`src/rtl/amg_pkg.sv`:
```
package amg_pkg;
  typedef enum logic [2:0] {
    SEG_DFLT = 3'd0,
    SEG_ES   = 3'd1,
    SEG_CS   = 3'd2,
    SEG_SS   = 3'd3,
    SEG_DS   = 3'd4,
    SEG_FS   = 3'd5,
    SEG_GS   = 3'd6,
    SEG_RSVD = 3'd7
  } seg_code_e;

  localparam logic [1:0] MOD_NODISP = 2'd0;
  localparam logic [1:0] MOD_DISP8  = 2'd1;
  localparam logic [1:0] MOD_DISP16 = 2'd2;
  localparam logic [1:0] MOD_REG    = 2'd3;
  localparam logic [2:0] RM_DIRECT  = 3'd6;
endpackage

```
`src/rtl/amg_disp_dec.sv`:
```
module amg_disp_dec
  import amg_pkg::*;
#(
  parameter int W = 16
) (
  input  logic [1:0]   mod_i,
  input  logic [2:0]   rm_i,
  input  logic [W-1:0] disp_i,
  output logic [W-1:0] disp_val_o,
  output logic [1:0]   disp_len_o,
  output logic         direct_o,
  output logic         invalid_o
);
  always_comb begin
    disp_val_o = '0;
    disp_len_o = 2'd0;
    direct_o   = 1'b0;
    invalid_o  = 1'b0;
    unique case (mod_i)
      MOD_NODISP: if (rm_i == RM_DIRECT) begin
        direct_o   = 1'b1;
        disp_val_o = disp_i;
        disp_len_o = 2'd2;
      end
      MOD_DISP8: begin
        disp_val_o = {{(W-8){disp_i[7]}}, disp_i[7:0]};
        disp_len_o = 2'd1;
      end
      MOD_DISP16: begin
        disp_val_o = disp_i;
        disp_len_o = 2'd2;
      end
      default: invalid_o = 1'b1;
    endcase
  end
endmodule

```
`src/rtl/amg_pair_sum.sv`:
```
module amg_pair_sum #(
  parameter int W = 16
) (
  input  logic [2:0]   rm_i,
  input  logic [W-1:0] bx_i,
  input  logic [W-1:0] bp_i,
  input  logic [W-1:0] si_i,
  input  logic [W-1:0] di_i,
  output logic [W-1:0] sum_o,
  output logic         bp_form_o
);
  logic [W-1:0] base_v, index_v;

  // rm[2]=0: pair forms, base by rm[1], index by rm[0]; rm[2]=1: single register
  always_comb begin
    if (!rm_i[2]) begin
      base_v  = rm_i[1] ? bp_i : bx_i;
      index_v = rm_i[0] ? di_i : si_i;
    end else begin
      index_v = '0;
      unique case (rm_i[1:0])
        2'd0:    base_v = si_i;
        2'd1:    base_v = di_i;
        2'd2:    base_v = bp_i;
        default: base_v = bx_i;
      endcase
    end
  end

  assign sum_o     = base_v + index_v;
  assign bp_form_o = (rm_i == 3'd2) || (rm_i == 3'd3) || (rm_i == 3'd6);
endmodule

```
`src/rtl/amg_seg_pick.sv`:
```
module amg_seg_pick
  import amg_pkg::*;
(
  input  logic [2:0] ovr_i,
  input  logic       bp_form_i,
  input  logic       direct_i,
  input  logic       invalid_i,
  output logic [2:0] seg_o
);
  always_comb begin
    if (ovr_i != SEG_DFLT)
      seg_o = ovr_i;
    else if (bp_form_i && !direct_i && !invalid_i)
      seg_o = SEG_SS;
    else
      seg_o = SEG_DFLT;
  end
endmodule

```
`src/rtl/amg16_ea.sv`:
```
module amg16_ea
  import amg_pkg::*;
#(
  parameter int W = 16
) (
  input  logic         clk_i,
  input  logic         rst_ni,
  input  logic [7:0]   modrm_i,
  input  logic [W-1:0] disp_i,
  input  logic [W-1:0] bx_i,
  input  logic [W-1:0] bp_i,
  input  logic [W-1:0] si_i,
  input  logic [W-1:0] di_i,
  input  logic [2:0]   seg_ovr_i,
  output logic [W-1:0] offset_o,
  output logic [1:0]   disp_len_o,
  output logic [2:0]   seg_o,
  output logic         invalid_o
);
  logic [1:0]   mod_w;
  logic [2:0]   rm_w;
  logic [W-1:0] disp_val, pair_sum, offset_d;
  logic [1:0]   len_d;
  logic [2:0]   seg_d;
  logic         direct, invalid_d, bp_form;

  assign mod_w = modrm_i[7:6];
  assign rm_w  = modrm_i[2:0];

  amg_disp_dec #(.W(W)) u_disp (
    .mod_i(mod_w), .rm_i(rm_w), .disp_i(disp_i),
    .disp_val_o(disp_val), .disp_len_o(len_d),
    .direct_o(direct), .invalid_o(invalid_d)
  );

  amg_pair_sum #(.W(W)) u_pair (
    .rm_i(rm_w), .bx_i(bx_i), .bp_i(bp_i), .si_i(si_i), .di_i(di_i),
    .sum_o(pair_sum), .bp_form_o(bp_form)
  );

  amg_seg_pick u_seg (
    .ovr_i(seg_ovr_i), .bp_form_i(bp_form), .direct_i(direct),
    .invalid_i(invalid_d), .seg_o(seg_d)
  );

  always_comb begin
    if (invalid_d)   offset_d = '0;
    else if (direct) offset_d = disp_val;
    else             offset_d = pair_sum + disp_val;
  end

  always_ff @(posedge clk_i or negedge rst_ni) begin
    if (!rst_ni) begin
      offset_o   <= '0;
      disp_len_o <= 2'd0;
      seg_o      <= SEG_DFLT;
      invalid_o  <= 1'b0;
    end else begin
      offset_o   <= offset_d;
      disp_len_o <= len_d;
      seg_o      <= seg_d;
      invalid_o  <= invalid_d;
    end
  end

  // primed: at least one clock edge since reset, so $past is meaningful
  logic primed;
  always_ff @(posedge clk_i or negedge rst_ni) begin
    if (!rst_ni) primed <= 1'b0;
    else         primed <= 1'b1;
  end

  assert_len_legal_R4: assert property (@(posedge clk_i) disable iff (!rst_ni)
    disp_len_o != 2'd3);

  assert_invalid_quiet_R6: assert property (@(posedge clk_i) disable iff (!rst_ni)
    invalid_o |-> (offset_o == '0 && disp_len_o == 2'd0));

  assert_disp8_len_R3: assert property (@(posedge clk_i) disable iff (!rst_ni)
    (primed && $past(modrm_i[7:6]) == MOD_DISP8) |-> (disp_len_o == 2'd1 && !invalid_o));

  assert_direct_offset_R2: assert property (@(posedge clk_i) disable iff (!rst_ni)
    (primed && $past(modrm_i[7:6]) == MOD_NODISP && $past(modrm_i[2:0]) == RM_DIRECT)
      |-> (offset_o == $past(disp_i) && disp_len_o == 2'd2));

  assert_ovr_passes_R7: assert property (@(posedge clk_i) disable iff (!rst_ni)
    (primed && $past(seg_ovr_i) != SEG_DFLT) |-> (seg_o == $past(seg_ovr_i)));

  assert_seg_ss_only_R8: assert property (@(posedge clk_i) disable iff (!rst_ni)
    (primed && $past(seg_ovr_i) == SEG_DFLT) |-> (seg_o == SEG_DFLT || seg_o == SEG_SS));
endmodule

```
`config.mk`:
```
export PLATFORM = sky130hd
export DESIGN_NAME = amg16_ea
export DESIGN_NICKNAME = d
export VERILOG_FILES = /design/src/rtl/amg_pkg.sv /design/src/rtl/amg_disp_dec.sv /design/src/rtl/amg_pair_sum.sv /design/src/rtl/amg_seg_pick.sv /design/src/rtl/amg16_ea.sv
export SDC_FILE = /design/constraint.sdc
export NUM_CORES = 1
export LEC_CHECK = 0
export ABC_AREA = 1
export CAP_MARGIN = 20
export CORE_ASPECT_RATIO = 0.7
export CORE_MARGIN = 4
export CORE_UTILIZATION = 41
export CTS_CLUSTER_DIAMETER = 120
export CTS_CLUSTER_SIZE = 25
export DETAILED_ROUTE_END_ITERATION = 16
export PLACE_DENSITY = 0.78
export SLEW_MARGIN = 20
export SYNTH_ARGS = -nofsm -noshare
export SYNTH_HDL_FRONTEND = slang
export SYNTH_SLANG_ARGS = --single-unit
```
`constraint.sdc`:
```
create_clock -name clk_i -period 0.8 [get_ports clk_i]
set_input_delay 0.16 -clock clk_i [delete_from_list [all_inputs] [get_ports clk_i]]
set_output_delay 0.16 -clock clk_i [all_outputs]
set_load 0.02 [all_outputs]
```
After elaboration in Yosys (flattened, before gate mapping)
Cells that the tools add are included.

Output and inout bits: 22. Word-level logic and storage cells: 38. Memories kept: 0. Memory bits (read-only): 0. Bits of input ports: 93. RAM bits: 0. Bits in latches: 0. Register bits: 22.

Equality and inequality tests: 7. Bitwise logic cells: 0. Shift operators: 0. Order comparisons: 0. Add/subtract/negate cells: 2. Muxes and demuxes: 16. Divide/modulo/power cells: 0. Reduce and logical (&&, ||, !) cells: 9. Multipliers: 0.

Operators by type and width (number): 2-to-1 mux 16 bit (7); one-hot mux 16 bit (3 select lines) (2); adder 16 bit (2); == test 3 x 2 -> 1 bit, second input constant (2); one-hot mux 2 bit (3 select lines) (1); == test 2 x 1 -> 1 bit, second input constant (2); == test 2 bit, second input constant (2); zero test 2 bit (2); 2-to-1 mux 2 bit (2); == test 3 bit, second input constant (1); 2-to-1 mux 1 bit (3); 2-to-1 mux 3 bit (1); nonzero test 3 bit (1); OR reduction 3 bit (1); logical AND 1 bit (2); logical OR 1 bit (2); zero test 1 bit (1).

Longest topological paths before layout
Depth in word-level cells: 8. Mapped depth: 25. Depth with buffers taken out: 25.

Hierarchy
A second synthesis with hierarchy kept.

Cells, all modules: 746. Area total of the unflattened synthesis: 3930.0 um2.

Modules (own cells, without submodules): amg_pair_sum (area an instance 1811.7 um2, cells each 389, instances 1, seq. area each 0.0 um2); amg16_ea (area an instance 1764.2 um2, cells each 275, instances 1, seq. area each 550.5 um2); amg_disp_dec (area an instance 315.3 um2, cells each 72, instances 1, seq. area each 0.0 um2); amg_seg_pick (area an instance 38.8 um2, cells each 10, instances 1, seq. area each 0.0 um2).

Worst setup path before layout
No wires, ideal clock.

Path type: input-to-reg. Start: input modrm_i[6]. End: register offset_o[11]. Data required time: 687 ps. Buffers on the path: 0. Arrival: 2886 ps. Stages on the path: 20. Library setup time: 113 ps. Setup slack: -2199 ps. Cells stage by stage: nor2_1 > nand2_4 > inv_2 > nor2_2 > inv_2 > nor2_2 > inv_4 > nand2_1 > fa_1 > inv_1 > ha_1 > fa_1 > a21oi_1 > o21ai_0 > nand2_1 > nand2_1 > nand2_1 > nand3_1 > nand2_1 > inv_1.

Longest elaborated chain between the ends: 5. Elaborated cells on any way between the ends: 9. Those cells by class: 1 x add/sub; 2 x eq/ne; 4 x mux; 2 x reduce/logical.

RTL lines: from (decl) (RTL line amg16_ea.sv:8) `input logic [7:0] modrm_i,`; == test 2 bit, or another cell as far along (RTL line amg_disp_dec.sv:19) `unique case (mod_i)`; one-hot mux 16 bit (3 select lines) (RTL line amg_disp_dec.sv:19); adder 16 bit (RTL line amg16_ea.sv:49) `else offset_d = pair_sum + disp_val;`; 2-to-1 mux 16 bit (RTL line amg16_ea.sv:48) `else if (direct) offset_d = disp_val;`; 2-to-1 mux 16 bit (*) (RTL line amg16_ea.sv:47) `if (invalid_d) offset_d = '0;`; net offset_d[11] (RTL line amg16_ea.sv:22) `logic [W-1:0] disp_val, pair_sum, offset_d;`; to (signal assigned) (RTL line amg16_ea.sv:59) `offset_o <= offset_d;`; to (decl) (RTL line amg16_ea.sv:15) `output logic [W-1:0] offset_o,`.

Mark *: on every way through the listed nets, which the timed path passes. The rest lies on a longest branch.

Worst setup path in the final report
Start: input modrm_i[0]. End: register offset_o[13].

Longest elaborated chain between the ends: 7. Elaborated cells on any way between the ends: 16. Those cells by class: 2 x add/sub; 3 x eq/ne; 10 x mux; 1 x reduce/logical.

RTL lines: == test 2 bit, or another cell as far along (RTL line amg_pair_sum.sv:21) `unique case (rm_i[1:0])`; one-hot mux 16 bit (3 select lines) (RTL line amg_pair_sum.sv:21); 2-to-1 mux 16 bit (RTL line amg_pair_sum.sv:16) `if (!rm_i[2]) begin`; adder 16 bit (RTL line amg_pair_sum.sv:30) `assign sum_o = base_v + index_v;`; adder 16 bit (RTL line amg16_ea.sv:49); 2-to-1 mux 16 bit (*) (RTL line amg16_ea.sv:48); 2-to-1 mux 16 bit (*) (RTL line amg16_ea.sv:47); net offset_d[13] (RTL line amg16_ea.sv:22).

Marked as above.

==> flow_summary.yaml <==
status:
  status: "complete, but fails checks"
  violations: "setup timing"
synthesis:
  netlist_area_um2: 3050
  yosys_warnings: 0
  synth_edf_count: 0
  ys_types: 40
  seq_area_frac_synth_pct: 18.0
  syn_nets: 608
  synth-main-ff-cell: "dfrtp_1"
  syn_inst: 485
  synth.ff_latch_count: 22
  synthArstFlopShare_pct: 100
  syn_avg_cell_area_um2: 6.30
grt:
  overflow: 0
  antenna_found_initial: 0
  track_usage_pct: 27.2
  grt_max_degree: 29
  grt_pass1_vias: 4189
  grt_pass1_wl_um: 19700
cells_and_area:
  antennaDiodeCount: 0
  utilization_pct: 76.8
  mostFrequentLayoutCell: "nand2_1"
  n_fill_cell: 567
  layout-drive-gt1-share_pct: 31.8
  fin_area_um2: 5570
  fin_nets: 803
  instances_no_fill: 777
  areaGrowthSynthToFinish_pct: 82.4
  layout_common_cells: "nand2_1, inv_1, clkdlybuf4s50_1, buf_4, nor2_1"
clock_network:
  cts_root_buffer: "clkbuf_8"
  clkSlewWorstSetupHoldPaths_ns: 0.08
  cts.sinks: 22
  numCtsBuffers: 3
  cts.hold.buffers_added: 0
  cts_htree_levels: 1
  cts_buffer_depth: 2
  cts_tree: "built"
sta:
  tns_ns: -31.71
  maxSlewViolCount: 0
  finalHoldViolations: 0
  fin_ws_ns: -2.01
  slew-limit-headroom_pct: 78.3
  period_share_pct: 351
  finalSetupViolCount: 41
  tightest_slew_ns: 0.325
  fin_hold_ws_ns: 0.227
  rsz0062_at_grt: "yes"
  fmaxAchievable_ghz: 0.356
  period_minus_slack_ns: 2.81
job:
  maxCapViolations: 0
die:
  num_rows: 26
  start_util_pct: 42.1
  core_um2: 7250
  num_io_pins: 115
  die_w_um: 111
  die_height_um: 80.2
  die-area_um2: 8920
setup_path:
  critical_path_arrival_ns: 2.97
  crit_required_ns: 0.97
  crit_path_end_kind: "register"
  critPathKind: "input pin to register"
  cp_max_fo: 8
  start_kind: "input pin"
drt:
  drt_wl_total_um: 12200
  wire_per_inst_um: 15.7
  firstDrtPassIters: 5
  drc: 0
  ant_nets: 0
  drtIter0Drc: 241
  via_per_inst: 5.25
  vias: 4076
place:
  hpwlAfterDp_um: 9610
  finalWeightedCongestion: 0.971
  place_area_um2: 5090
  port_buffers: 111
  numPlacedInstances: 763
power:
  p_per_area_nw_per_um2: 1600
  power_leakage_nw: 2.82
  vdd_ir_drop_max_uv: 1130
min_path:
  hold_class: "input pin to register"
-- routing by layer --
| metal | wire length, um | track usage (%) |
|---|---|---|
| met4 | 223 | 6.32 |
| met2 | 5930 | 49.4 |
| met3 | 884 | 4.44 |
| met5 | 0 | 0 |
| met1 | 5190 | 34.0 |
-- worst max-delay path, stage by stage --
cell and delay [ns]:
buf_8 0.10, buf_12 0.14, inv_16 0.06, nand2_8 0.04, nor2_4 0.13, nand2_4 0.06, inv_2 0.06, nor2_2 0.03
inv_2 0.12, nor2_4 0.05, clkinv_4 0.09, nand2_4 0.05, fa_1 0.52, inv_2 0.05, ha_4 0.16, fa_2 0.42
a31oi_4 0.22, o211ai_1 0.17, xor2_1 0.16, o21ai_1 0.13, inv_1 0.05
-- Yosys cell counts, types with 6 or more instances --
cell / number / area [um2]
a221oi_1: 6 / 52.6
fa_1: 16 / 320
dfrtp_1: 22 / 551
clkbuf_1: 8 / 30.0
o21ai_0: 32 / 160
nand2_1: 125 / 469
inv_1: 89 / 334
nor2_1: 39 / 146
nand3_1: 19 / 95.1
o21ai_1: 8 / 40.0
a21oi_1: 42 / 210
ha_1: 14 / 175
inv_2: 6 / 22.5
-- cells by family after synthesis --
| logic type | after synthesis | share of synthesized area [%] |
|---|---|---|
| simple gates | 197 | 26.5 |
| compound gates | 116 | 22.7 |
| buf+inv | 113 | 14.5 |
| fa+ha+maj | 30 | 16.2 |
| flops | 22 | 18.0 |
| xor+xnor | 6 | 1.72 |
| mux | 1 | 0.328 |
-- sequential cells by signal, summed over array words and instances, names as in the netlist --
signal	cells
invalid_o	1
disp_len_o	2
seg_o	3
offset_o	16
-- per-stage QoR --
stage | total power [W] | worst slack [ns]
2_1_floorplan | 0.00456 | -1.89
3_3_place_gp | 0.00705 | -2.67
3_5_place_dp | 0.00719 | -2.71
4_1_cts | 0.00844 | -1.96
5_1_grt | 0.00954 | -2.16
6_report | 0.00892 | -2.01
-- where the power goes --
| part | switching, W | internal (W) | total (W) |
|---|---|---|---|
| Combinational | 0.00321 | 0.00325 | 0.00645 |
| Sequential | 0.000184 | 0.00145 | 0.00164 |
| Clock | 0.000392 | 0.000440 | 0.000832 |
-- repair_timing --
| item | 4_1_cts | 5_1_grt |
|---|---|---|
| cloned | 1 | 0 |
| pin swaps | 19 | 31 |
| gates resized for setup | 186 | 54 |
| setup buffers | 9 | 4 |
| endpoints found under the setup margin | 43 | 41 |
-- path summary, 6_finish.rpt --
path | start | end | cells past startpoint
hold / removal | modrm_i[6] | disp_len_o[0] | 3
setup / recovery | modrm_i[0] | offset_o[13] | 21
min in group asynchronous | rst_ni | offset_o[5] | 2
max in group asynchronous | rst_ni | offset_o[10] | 2
-- final cells by class --
type | count | area, um2 | share of cell area (%)
clock buffers | 4 | 55.1 | 0.988
inverters | 96 | 387 | 6.94
multi-input cells | 350 | 2480 | 44.6
flip-flops and latches | 22 | 551 | 9.88
well taps | 98 | 123 | 2.20
repair buffers | 207 | 1970 | 35.4
No activity file was read; power rests on OpenSTA's default activity.
